### config.mk
export PLATFORM = sky130hd
export DESIGN_NAME = slv_recovery_seq
export DESIGN_NICKNAME = d
export VERILOG_FILES = /design/src/rtl/srs_pkg.sv /design/src/rtl/srs_acc_map.sv /design/src/rtl/srs_op_mux.sv /design/src/rtl/srs_recov_fsm.sv /design/src/rtl/slv_recovery_seq.sv
export SDC_FILE = /design/constraint.sdc
export NUM_CORES = 1
export LEC_CHECK = 0
export BUFFER_PORTS_ARGS = -buffer_cell sky130_fd_sc_hd__clkbuf_2
export CAP_MARGIN = 10
export CORE_ASPECT_RATIO = 0.7
export CORE_MARGIN = 2
export CORE_UTILIZATION = 31
export CTS_CLUSTER_DIAMETER = 100
export CTS_CLUSTER_SIZE = 25
export DETAILED_ROUTE_END_ITERATION = 10
export GPL_ROUTABILITY_DRIVEN = 0
export MAX_ROUTING_LAYER = met4
export SLEW_MARGIN = 30
export SYNTH_ARGS = -nofsm -noshare
export SYNTH_HDL_FRONTEND = slang
export SYNTH_SLANG_ARGS = --single-unit
### constraint.sdc
create_clock -name clk -period 4.1 [get_ports clk]
set_clock_uncertainty 0.1 [all_clocks]
set_input_delay 0.615 -clock clk [delete_from_list [all_inputs] [get_ports clk]]
set_output_delay 0.615 -clock clk [all_outputs]
set_load 0.02 [all_outputs]
### src/rtl/srs_pkg.sv
package srs_pkg;
  localparam int DW = 32;

  typedef enum logic [2:0] {
    OP_MAIN, OP_ISC_RD, OP_STAT_RD, OP_ISC_WR, OP_ZERO_RD, OP_MODE_WR
  } op_e;

  typedef enum logic [2:0] {
    S_IDLE, S_REQ, S_WAIT, S_TERM, S_TERM_W, S_BRK, S_BRK_W
  } st_e;

  localparam logic [11:0] REG_MODE = 12'h800;
  localparam logic [11:0] REG_ISC  = 12'h808;
  localparam logic [11:0] REG_STAT = 12'h814;

  localparam logic [3:0] ECHO_DLY  = 4'hF;
  localparam logic [3:0] SEND_DLY  = 4'hF;
  localparam logic [3:0] CLK_RATIO = 4'h8;

  function automatic logic [DW-1:0] mode_word(input logic [1:0] id);
    return {1'b1, 1'b0, 1'b1, 3'b000, id, ECHO_DLY, SEND_DLY, 4'h0, CLK_RATIO, 8'h00};
  endfunction
endpackage

### src/rtl/srs_acc_map.sv
module srs_acc_map #(
  parameter int ADDR_W  = 24,
  parameter int LADDR_W = 21,
  localparam int ID_W   = ADDR_W - 1 - LADDR_W
) (
  input  logic [2:0]         size,
  input  logic [ADDR_W-1:0]  addr,
  input  logic [ID_W-1:0]    cfg_id,
  output logic               legal,
  output logic [ID_W-1:0]    map_id,
  output logic [LADDR_W-1:0] map_addr
);
  logic size_ok, in_range, fold, fold_ok;
  logic [ID_W-1:0] hi;

  always_comb begin
    case (size)
      3'd1:    size_ok = 1'b1;
      3'd2:    size_ok = ~addr[0];
      3'd4:    size_ok = (addr[1:0] == 2'b00);
      default: size_ok = 1'b0;
    endcase
  end

  assign in_range = ~addr[ADDR_W-1];
  assign hi       = addr[ADDR_W-2:LADDR_W];
  assign fold     = |hi;
  assign fold_ok  = ~fold | (cfg_id == '0);
  assign legal    = size_ok & in_range & fold_ok;
  assign map_id   = fold ? hi : cfg_id;
  assign map_addr = addr[LADDR_W-1:0];
endmodule

### src/rtl/srs_op_mux.sv
module srs_op_mux
  import srs_pkg::*;
#(
  parameter int LADDR_W = 21,
  parameter int ID_W    = 2
) (
  input  op_e                op,
  input  logic               lat_write,
  input  logic [2:0]         lat_size,
  input  logic [ID_W-1:0]    lat_id,
  input  logic [LADDR_W-1:0] lat_addr,
  input  logic [DW-1:0]      lat_wdata,
  input  logic [ID_W-1:0]    cfg_id,
  input  logic [DW-1:0]      isc_val,
  output logic               m_write,
  output logic [2:0]         m_size,
  output logic [ID_W-1:0]    m_id,
  output logic [LADDR_W-1:0] m_addr,
  output logic [DW-1:0]      m_wdata
);
  always_comb begin
    m_write = 1'b0;
    m_size  = 3'd4;
    m_id    = cfg_id;
    m_addr  = '0;
    m_wdata = '0;
    case (op)
      OP_ISC_RD:  m_addr = LADDR_W'(REG_ISC);
      OP_STAT_RD: m_addr = LADDR_W'(REG_STAT);
      OP_ISC_WR: begin
        m_write = 1'b1;
        m_addr  = LADDR_W'(REG_ISC);
        m_wdata = isc_val;
      end
      OP_ZERO_RD: m_addr = '0;
      OP_MODE_WR: begin
        m_write = 1'b1;
        m_addr  = LADDR_W'(REG_MODE);
        m_wdata = mode_word(2'(cfg_id));
      end
      default: begin
        m_write = lat_write;
        m_size  = lat_size;
        m_id    = lat_id;
        m_addr  = lat_addr;
        m_wdata = lat_wdata;
      end
    endcase
  end
endmodule

### src/rtl/srs_recov_fsm.sv
module srs_recov_fsm
  import srs_pkg::*;
#(
  parameter int MAX_TRY = 2,
  localparam int TRY_W  = $clog2(MAX_TRY + 1)
) (
  input  logic          clk,
  input  logic          rst_n,
  input  logic          req_valid,
  input  logic          legal,
  input  logic          lat_write,
  input  logic          cfg_term_ok,
  input  logic          cfg_discard,
  input  logic          m_ready,
  input  logic          m_done,
  input  logic          m_err,
  input  logic [DW-1:0] m_rdata,
  input  logic          m_term_done,
  input  logic          m_term_err,
  input  logic          m_brk_done,
  input  logic          m_brk_err,
  output logic          accept,
  output logic          req_ready,
  output logic          m_valid,
  output logic          m_term,
  output logic          m_brk,
  output op_e           op,
  output logic [DW-1:0] isc_val,
  output logic          rsp_valid,
  output logic          rsp_err,
  output logic [DW-1:0] rsp_rdata,
  output logic [1:0]    rsp_level
);
  localparam logic [TRY_W-1:0] TRY_LAST = TRY_W'(MAX_TRY);
  localparam logic [TRY_W-1:0] TRY_ONE  = TRY_W'(1);

  st_e st, st_n;
  op_e op_n;
  logic [TRY_W-1:0] try_cnt, try_n;
  logic [1:0] lvl_cur, lc_n, lvl_max, lm_n, base;
  logic [DW-1:0] isc_n, fin_data;
  logic fin, fin_err;

  assign req_ready = (st == S_IDLE);
  assign accept    = req_ready & req_valid;
  assign m_valid   = (st == S_REQ);
  assign m_term    = (st == S_TERM);
  assign m_brk     = (st == S_BRK);

  always_comb begin
    st_n = st; op_n = op; try_n = try_cnt; lc_n = lvl_cur; isc_n = isc_val;
    fin = 1'b0; fin_err = 1'b0; fin_data = '0; base = lvl_max;
    case (st)
      S_IDLE: if (req_valid) begin
        base = 2'd0; lc_n = 2'd0; try_n = TRY_ONE;
        if (legal) begin st_n = S_REQ; op_n = OP_MAIN; end
        else begin fin = 1'b1; fin_err = 1'b1; end
      end
      S_REQ: if (m_ready) st_n = S_WAIT;
      S_WAIT: if (m_done) begin
        if (!m_err) begin
          case (op)
            OP_MAIN: begin fin = 1'b1; fin_data = lat_write ? '0 : m_rdata; end
            OP_ISC_RD: begin isc_n = m_rdata; op_n = OP_STAT_RD; st_n = S_REQ; end
            OP_STAT_RD: begin op_n = OP_ISC_WR; st_n = S_REQ; end
            OP_ISC_WR: begin
              if (try_cnt >= TRY_LAST) begin fin = 1'b1; fin_err = 1'b1; end
              else begin
                try_n = try_cnt + TRY_ONE; lc_n = 2'd0; op_n = OP_MAIN; st_n = S_REQ;
              end
            end
            default: begin op_n = OP_ISC_RD; st_n = S_REQ; end
          endcase
        end else begin
          case (op)
            OP_MAIN: begin
              if (cfg_discard) begin fin = 1'b1; fin_err = 1'b1; end
              else begin lc_n = 2'd1; op_n = OP_ISC_RD; st_n = S_REQ; end
            end
            OP_MODE_WR: begin fin = 1'b1; fin_err = 1'b1; end
            default: begin
              if (lvl_cur == 2'd1 && cfg_term_ok) begin lc_n = 2'd2; st_n = S_TERM; end
              else if (lvl_cur != 2'd3) begin lc_n = 2'd3; st_n = S_BRK; end
              else begin fin = 1'b1; fin_err = 1'b1; end
            end
          endcase
        end
      end
      S_TERM: st_n = S_TERM_W;
      S_TERM_W: if (m_term_done) begin
        if (m_term_err) begin lc_n = 2'd3; st_n = S_BRK; end
        else begin op_n = OP_ZERO_RD; st_n = S_REQ; end
      end
      S_BRK: st_n = S_BRK_W;
      S_BRK_W: if (m_brk_done) begin
        if (m_brk_err) begin fin = 1'b1; fin_err = 1'b1; end
        else begin op_n = OP_MODE_WR; st_n = S_REQ; end
      end
      default: st_n = S_IDLE;
    endcase
    if (fin) st_n = S_IDLE;
    lm_n = (lc_n > base) ? lc_n : base;
  end

  always_ff @(posedge clk or negedge rst_n) begin
    if (!rst_n) begin
      st <= S_IDLE; op <= OP_MAIN; try_cnt <= '0; lvl_cur <= '0; lvl_max <= '0;
      isc_val <= '0; rsp_valid <= 1'b0; rsp_err <= 1'b0; rsp_rdata <= '0; rsp_level <= '0;
    end else begin
      st <= st_n; op <= op_n; try_cnt <= try_n; lvl_cur <= lc_n; lvl_max <= lm_n;
      isc_val <= isc_n;
      rsp_valid <= fin;
      if (fin) begin
        rsp_err <= fin_err; rsp_rdata <= fin_data; rsp_level <= lm_n;
      end
    end
  end

  assert_reject_quiet_R1: assert property (@(posedge clk) disable iff (!rst_n)
    (accept && !legal) |=> (!m_valid && !m_term && !m_brk && rsp_valid && rsp_err));
  assert_req_hold_R11: assert property (@(posedge clk) disable iff (!rst_n)
    (m_valid && !m_ready) |=> (m_valid && $stable(op)));
  assert_term_pulse_R11: assert property (@(posedge clk) disable iff (!rst_n)
    m_term |=> !m_term);
  assert_brk_pulse_R11: assert property (@(posedge clk) disable iff (!rst_n)
    m_brk |=> !m_brk);
  assert_cmd_excl_R11: assert property (@(posedge clk) disable iff (!rst_n)
    !(m_term && m_brk));
  assert_try_bound_R9: assert property (@(posedge clk) disable iff (!rst_n)
    try_cnt <= TRY_LAST);
  assert_discard_R8: assert property (@(posedge clk) disable iff (!rst_n)
    (st == S_WAIT && m_done && m_err && op == OP_MAIN && cfg_discard) |=> (rsp_valid && rsp_err));
  assert_mode_fail_R6: assert property (@(posedge clk) disable iff (!rst_n)
    (st == S_WAIT && m_done && m_err && op == OP_MODE_WR) |=> (rsp_valid && rsp_err && rsp_level == 2'd3));
  assert_rsp_idle_R10: assert property (@(posedge clk) disable iff (!rst_n)
    rsp_valid |-> req_ready);
endmodule

### src/rtl/slv_recovery_seq.sv
module slv_recovery_seq
  import srs_pkg::*;
#(
  parameter int ADDR_W  = 24,
  parameter int LADDR_W = 21,
  parameter int MAX_TRY = 2,
  localparam int ID_W   = ADDR_W - 1 - LADDR_W
) (
  input  logic               clk,
  input  logic               rst_n,
  input  logic [ID_W-1:0]    cfg_slave_id,
  input  logic               cfg_term_ok,
  input  logic               cfg_discard,
  input  logic               req_valid,
  output logic               req_ready,
  input  logic               req_write,
  input  logic [2:0]         req_size,
  input  logic [ADDR_W-1:0]  req_addr,
  input  logic [DW-1:0]      req_wdata,
  output logic               rsp_valid,
  output logic               rsp_err,
  output logic [DW-1:0]      rsp_rdata,
  output logic [1:0]         rsp_level,
  output logic               m_valid,
  input  logic               m_ready,
  output logic               m_write,
  output logic [2:0]         m_size,
  output logic [ID_W-1:0]    m_id,
  output logic [LADDR_W-1:0] m_addr,
  output logic [DW-1:0]      m_wdata,
  input  logic               m_done,
  input  logic               m_err,
  input  logic [DW-1:0]      m_rdata,
  output logic               m_term,
  input  logic               m_term_done,
  input  logic               m_term_err,
  output logic               m_brk,
  input  logic               m_brk_done,
  input  logic               m_brk_err
);
  logic [1:0] rst_sync;
  logic rst_q;

  always_ff @(posedge clk or negedge rst_n) begin
    if (!rst_n) rst_sync <= 2'b00;
    else        rst_sync <= {rst_sync[0], 1'b1};
  end
  assign rst_q = rst_sync[1];

  logic legal, accept;
  logic [ID_W-1:0] map_id, lat_id;
  logic [LADDR_W-1:0] map_addr, lat_addr;
  logic lat_write;
  logic [2:0] lat_size;
  logic [DW-1:0] lat_wdata, isc_val;
  op_e op;

  srs_acc_map #(.ADDR_W(ADDR_W), .LADDR_W(LADDR_W)) u_map (
    .size(req_size), .addr(req_addr), .cfg_id(cfg_slave_id),
    .legal(legal), .map_id(map_id), .map_addr(map_addr));

  always_ff @(posedge clk or negedge rst_q) begin
    if (!rst_q) begin
      lat_write <= 1'b0; lat_size <= '0; lat_id <= '0; lat_addr <= '0; lat_wdata <= '0;
    end else if (accept) begin
      lat_write <= req_write; lat_size <= req_size; lat_id <= map_id;
      lat_addr <= map_addr; lat_wdata <= req_wdata;
    end
  end

  srs_recov_fsm #(.MAX_TRY(MAX_TRY)) u_fsm (
    .clk(clk), .rst_n(rst_q), .req_valid(req_valid), .legal(legal), .lat_write(lat_write),
    .cfg_term_ok(cfg_term_ok), .cfg_discard(cfg_discard),
    .m_ready(m_ready), .m_done(m_done), .m_err(m_err), .m_rdata(m_rdata),
    .m_term_done(m_term_done), .m_term_err(m_term_err),
    .m_brk_done(m_brk_done), .m_brk_err(m_brk_err),
    .accept(accept), .req_ready(req_ready), .m_valid(m_valid), .m_term(m_term), .m_brk(m_brk),
    .op(op), .isc_val(isc_val),
    .rsp_valid(rsp_valid), .rsp_err(rsp_err), .rsp_rdata(rsp_rdata), .rsp_level(rsp_level));

  srs_op_mux #(.LADDR_W(LADDR_W), .ID_W(ID_W)) u_mux (
    .op(op), .lat_write(lat_write), .lat_size(lat_size), .lat_id(lat_id), .lat_addr(lat_addr),
    .lat_wdata(lat_wdata), .cfg_id(cfg_slave_id), .isc_val(isc_val),
    .m_write(m_write), .m_size(m_size), .m_id(m_id), .m_addr(m_addr), .m_wdata(m_wdata));

  assert_fold_R3: assert property (@(posedge clk) disable iff (!rst_q)
    (m_valid && op == OP_MAIN && m_id != cfg_slave_id) |-> (cfg_slave_id == '0));
endmodule

==> results.yml, run 1 <==
run_status:
  status: "finished, final reports clean"
synthesis:
  yosysSeqAreaShare: 0.537
  synth_seq_cells: 141
  synth_top_area_share: 0.537
  async_reset_ff_frac: 1.00
  syn_nets: 769
  synth-main-ff-cell: "dfrtp_1"
  yosys.cell_count.top_type: "nand2_1"
  syn_area_um2: 6570
  yosys_warnings: 0
  synth_edf_count: 0
  ys_types: 56
  syn_inst: 659
  synth_area_leaders: "dfrtp_1 54%, nand2_1 11%, a22o_1 6.8%"
  synth_commonest_cells: "192 x nand2_1, 141 x dfrtp_1, 51 x a22o_1, 35 x mux2_2, 33 x a21oi_1"
  yosysTopAreaCell: "dfrtp_1"
  syn-mean-instance-area_um2: 9.98
final_layout:
  final_util: 0.409
  multiInputGateArea_um2: 2830
  layout-drive-gt1-share: 0.350
  nFillCells: 2068
  seq_area_um2: 3530
  syn_to_final_growth_pct: 29.1
  final_nets: 960
worst_setup_path:
  worstPathRequired_ps: 3380
  start_kind: "register"
  rrSetupSlack_ps: 1030
  crit_buf_inv: 2
  reg2reg_to: "u_fsm.rsp_level[0]"
  crit_fanout: 41
  slowest_delay_ps: 720
  startpoint: "u_fsm.op[1]"
  critPathKind: "register to output pin"
  cp-end-kind: "output pin"
  worstPathCellList: "inv_1, nand2_1, nand2_2, mux2_2, clkbuf_2"
  critical-path-top-delay-family: "simple AND/OR/NAND/NOR gates"
  r2r_start: "u_fsm.st[0]"
  worst_r2r_path_depth: 10
  cp_slowest_cell: "nand2_2"
  path_depth: 5
  arrival_ps: 2940
  crit_end: "m_id[1]"
detailed_routing:
  drc: 0
  ant_nets: 0
  first_pass_iters: 6
  routedWlPerCell_um: 17.5
  vias: 5688
  wl_um: 19900
  vias_per_cell: 4.99
  drt_iter0_drc: 284
power_and_ir_drop:
  sequentialPowerShare: 0.321
  powerDensity_nw_per_um2: 854
  internal_power_mw: 4.03
  p_clk_frac: 0.212
  leakagePower_nw: 4.47
  p_comb_frac: 0.467
  vdd_drop_max_uv: 334
  power.net_switching_mw: 3.22
  sw_frac_of_total: 0.444
  total_power_mw: 7.25
cts:
  cts.repair.resized: 0
  cts_root_buf: "clkbuf_16"
  insertion_delay_ps: 420
  cts_setup_buffers: 0
  numClockSinks: 141
  cts.reportedPaths.clkPinSlew_ps: 70
  h-tree-depth: 4
  cts_made_buffers: 17
  cts_buffer_depth: 2
  cts_tree: "built"
timing:
  fin_ws_ps: 442
  final_max_slew_viol_count: 0
  finalHoldViolCount: 0
  fin_crit_sh: 0.892
  worst_slew_pin_slew_ps: 914
  setup_violations: 0
  relSlewSlack: 0.389
  period_needed_ps: 3660
  fmax_mhz: 273
  rsz0062_at_grt: "false"
  tns_ps: 0
floorplan:
  ios: 205
  core_area_um2: 20800
  die_w_um: 178
  die_y_um: 126
  start_util: 0.317
  dieArea_um2: 22400
  rows: 44
global_routing:
  grt_max_degree: 61
  antenna_found_initial: 1
  grt_first_pass_wirelength_um: 31100
  grt_pass1_vias: 5538
  grtUsageTotal: 0.185
  gr-total-overflow: 0
place:
  place_ws_ps: 852
  dp_hpwl_um: 13500
  io_buffer_count: 204
worst_hold_path:
  hp-class: "register to register"
job:
  maxCapViolCount: 0
-- cell type report --
cell class	instances	share of cell area
inverters	10	0.00442
clock buffers	20	0.0538
clock inverters	12	0.0147
diodes	1	0.000295
repair buffers	219	0.137
multi-input cells	461	0.333
flip-flops and latches	141	0.416
well taps	276	0.0407
-- layout by cell type, fill, tap and decap left out, drive strengths merged, types with 3 or more instances in the layout --
cell type / n
a21oi: 33
inv: 15
clkbuf: 224
nor4: 4
nor3: 4
nand2b: 6
nor2: 18
a22o: 51
ha: 4
clkinvlp: 3
and3: 3
mux2: 38
nor2b: 4
dfrtp: 141
nand3: 8
o21a: 3
clkinv: 3
o21ai: 15
buf: 14
a221oi: 16
and2: 23
nand2: 192
-- power groups by stage --
stage | clock (mW) | sequential, mW | combinational [mW]
2_1_floorplan | 0 | 2.28 | 2.27
3_3_place_gp | 0 | 2.36 | 3.35
3_5_place_dp | 0 | 2.34 | 3.41
4_1_cts | 1.58 | 2.32 | 3.43
5_1_grt | 1.63 | 2.41 | 3.70
6_report | 1.54 | 2.32 | 3.39
-- metal layers --
| metal | up-vias | share of wire | routed length, µm | track usage |
|---|---|---|---|---|
| li1 | 2685 | - | - | - |
| met1 | 2751 | 0.49 | 9830 | 0.266 |
| met2 | 236 | 0.42 | 8290 | 0.254 |
| met3 | 16 | 0.079 | 1570 | 0.0553 |
| met4 | 0 | 0.011 | 225 | 0.0439 |
| met5 | - | 0 | 0 | - |
-- worst reg2reg max path: stages, from the launching register on --
cell and delay, ps:
dfrtp_1 540, nor2_2 360, nand2_1 120, inv_1 150, nand2_2 390, and2_1 350, ha_1 270, inv_1 30
o22ai_1 170, o21ai_0 160, mux2_1 320
-- worst min path at each step --
stage	from	to	slack (ps)	cells after the start
detailed placement	rst_sync[0]	rst_sync[1]	240	0
global route	rst_sync[0]	rst_sync[1]	270	0
floorplan	rst_n	rst_sync[0]	220	0
CTS	rst_sync[0]	rst_sync[1]	260	0
finish	rst_sync[0]	rst_sync[1]	250	0
global placement	rst_sync[0]	rst_sync[1]	230	0
-- kinds of logic (layout without fill, tap and decap cells) --
group / Yosys count / count (layout) / synth area share
simple gates: 275 / 275 / 0.184
compound gates: 141 / 141 / 0.166
flops: 141 / 141 / 0.537
buf+inv: 57 / 261 / 0.0365
mux: 40 / 40 / 0.0681
fa+ha+maj: 4 / 4 / 0.00761
other cells: 1 / 2 / 0.000570
-- repair_timing --
action                                 CTS  global route
endpoints found under the hold margin    2             0
hold buffers                             1             0
setup endpoints to repair                0             0
-- per-stage QoR --
| stage | hold WS [ps] | instances | instance area, µm² |
|---|---|---|---|
| floorplan | 219 | 659 | 6580 |
| global placement | 234 | 1106 | 7890 |
| detailed placement | 242 | 1106 | 7890 |
| CTS | 258 | 1139 | 8480 |
| global route | 270 | 1140 | 8490 |
| finish | 253 | 1140 | 8490 |
-- registers in the layout, indices dropped and copies added, names as in the netlist --
register         count
rst_sync             2
u_fsm.st             3
u_fsm.lvl_max        2
u_fsm.isc_val       32
u_fsm.rsp_level      2
lat_write            1
u_fsm.rsp_err        1
u_fsm.rsp_rdata     32
lat_size             3
u_fsm.rsp_valid      1
u_fsm.lvl_cur        2
lat_wdata           32
u_fsm.op             3
u_fsm.try_cnt        2
lat_addr            21
lat_id               2
Power figures use the tool's default switching activity.
==> run 2: changes to the inputs <==
Clock period 4.1 ns to 3.5 ns, I/O delays scaled along.
==> results.yml, run 2 (synthesized netlist as in run 1, its figures left out) <==
timing:
  tns_ps: 0
  final_max_slew_viol_count: 0
  setup_violations: 0
  fin_crit_sh: 0.942
  rsz0062_at_grt: "false"
  hold_slack_ps: 194
  finalHoldViolCount: 0
  fmax_mhz: 303
  period_needed_ps: 3300
  worst_slew_pin_slew_ps: 726
  relSlewSlack: 0.516
power_and_ir_drop:
  leakagePower_nw: 4.50
  vdd_drop_max_uv: 405
  powerDensity_nw_per_um2: 1010
global_routing:
  grt_max_degree: 71
  grtUsageTotal: 0.186
  antenna_found_initial: 1
  gr-total-overflow: 0
  grt_first_pass_wirelength_um: 31100
  grt_pass1_vias: 5475
final_layout:
  nFillCells: 2090
  layout-drive-gt1-share: 0.351
  final_cell_mix: "204 x clkbuf_2, 190 x nand2_1, 140 x dfrtp_1"
  final_nets: 963
  syn_to_final_growth_pct: 29.7
  largestRegisters: "lat_wdata: 32 flops, u_fsm.isc_val: 32 flops, u_fsm.rsp_rdata: 32 flops"
  layout_commonest_cell: "clkbuf_2"
  final_util: 0.411
cts:
  cts.reportedPaths.clkPinSlew_ps: 60
  cts_setup_buffers: 0
  cts_made_buffers: 17
  h-tree-depth: 4
  cts_root_buf: "clkbuf_16"
  insertion_delay_ps: 420
  cts_tree: "built"
  cts_buffer_depth: 2
  numClockSinks: 141
floorplan:
  dieArea_um2: 22400
  die_y_um: 126
  die_w_um: 178
  rows: 44
  ios: 205
  core_area_um2: 20800
  start_util: 0.317
detailed_routing:
  vias_per_cell: 4.94
  drt_iter0_drc: 378
  drc: 0
  ant_nets: 0
  first_pass_iters: 4
  wl_um: 19600
  routedWlPerCell_um: 17.2
  vias: 5650
worst_setup_path:
  cp-end-kind: "output pin"
  worst_r2r_path_depth: 9
  crit_fanout: 30
  slowest_delay_ps: 580
  cp_slowest_cell: "dfrtp_1"
  worstPathRequired_ps: 2870
  start_kind: "register"
  critPathKind: "register to output pin"
  worstPathCellList: "nor2_2, nand2_1, nand2_2, buf_4, a22o_1, clkbuf_2"
  arrival_ps: 2670
place:
  dp_hpwl_um: 13600
  io_buffer_count: 204
run_status:
  status: "finished, final reports clean"
worst_hold_path:
  hp-class: "primary input to register"
  hold_path_depth: 3
job:
  maxCapViolCount: 0
## run 2: cell count changes in the layout (fill, tap and decap cells not counted)
cell        delta
buf_12         -1
buf_4          +4
bufinv_16      +2
clkbuf_1       +1
clkbuf_8       -1
clkinv_2       +2
clkinv_4       +1
clkinvlp_4     -2
inv_6          -3
## run 2: routing by layer
layer	global-route usage	vias up	wire (µm)
met1	0.264	2724	9510
met5	-	-	0
met3	0.0628	14	1630
li1	-	2698	-
met4	0.0366	0	181
met2	0.259	214	8320
## run 2: worst paths after layout
path	endpoint	start	slack (ps)
min in group asynchronous	u_fsm.isc_val[12]	rst_sync[1]	210
worst min-delay path	lat_wdata[5]	req_wdata[5]	190
worst max register to register	u_fsm.rsp_level[0]	u_fsm.st[1]	550
worst min register to register	u_fsm.isc_val[12]	rst_sync[1]	210
max in group asynchronous	lat_addr[7]	rst_sync[1]	2230
worst max-delay path	m_wdata[2]	u_fsm.op[2]	200
## run 2: cell type report
type	count	area, µm²	share of cell area
flip-flops and latches	141	3530	0.414
multi-input cells	461	2830	0.332
inverters	10	37.5	0.00440
clock buffers	20	447	0.0524
clock inverters	12	163	0.0191
well taps	276	345	0.0405
repair buffers	222	1170	0.137
diodes	1	2.50	0.000294
## run 2: stage by stage
step                cell area, µm²  worst slack, ps  total power [mW]  std cells
global placement              7900              760              6.69       1109
global route                  8520             3.65              9.17       1143
detailed placement            7900              671              6.74       1109
floorplan                     6580              969              5.33        659
CTS                           8520              181              8.68       1142
finish                        8520              202              8.58       1143
## run 2: critical path, delay by kind of cell, from the launching register on
kind,cells,cell delay (ps)
compound gates,1,210
flops,1,580
simple gates,3,880
buf+inv,2,560
## run 2: power by group
part | switching [mW] | total, mW | internal (mW)
Clock | 0.729 | 1.88 | 1.15
Combinational | 2.53 | 3.98 | 1.45
Sequential | 0.477 | 2.73 | 2.25
Total | 3.74 | 8.58 | 4.85
## run 2: repair_timing
action | 4_1_cts | 5_1_grt
endpoints found under the hold margin | 2 | 0
resized for setup | 0 | 0
hold buffers | 1 | 0
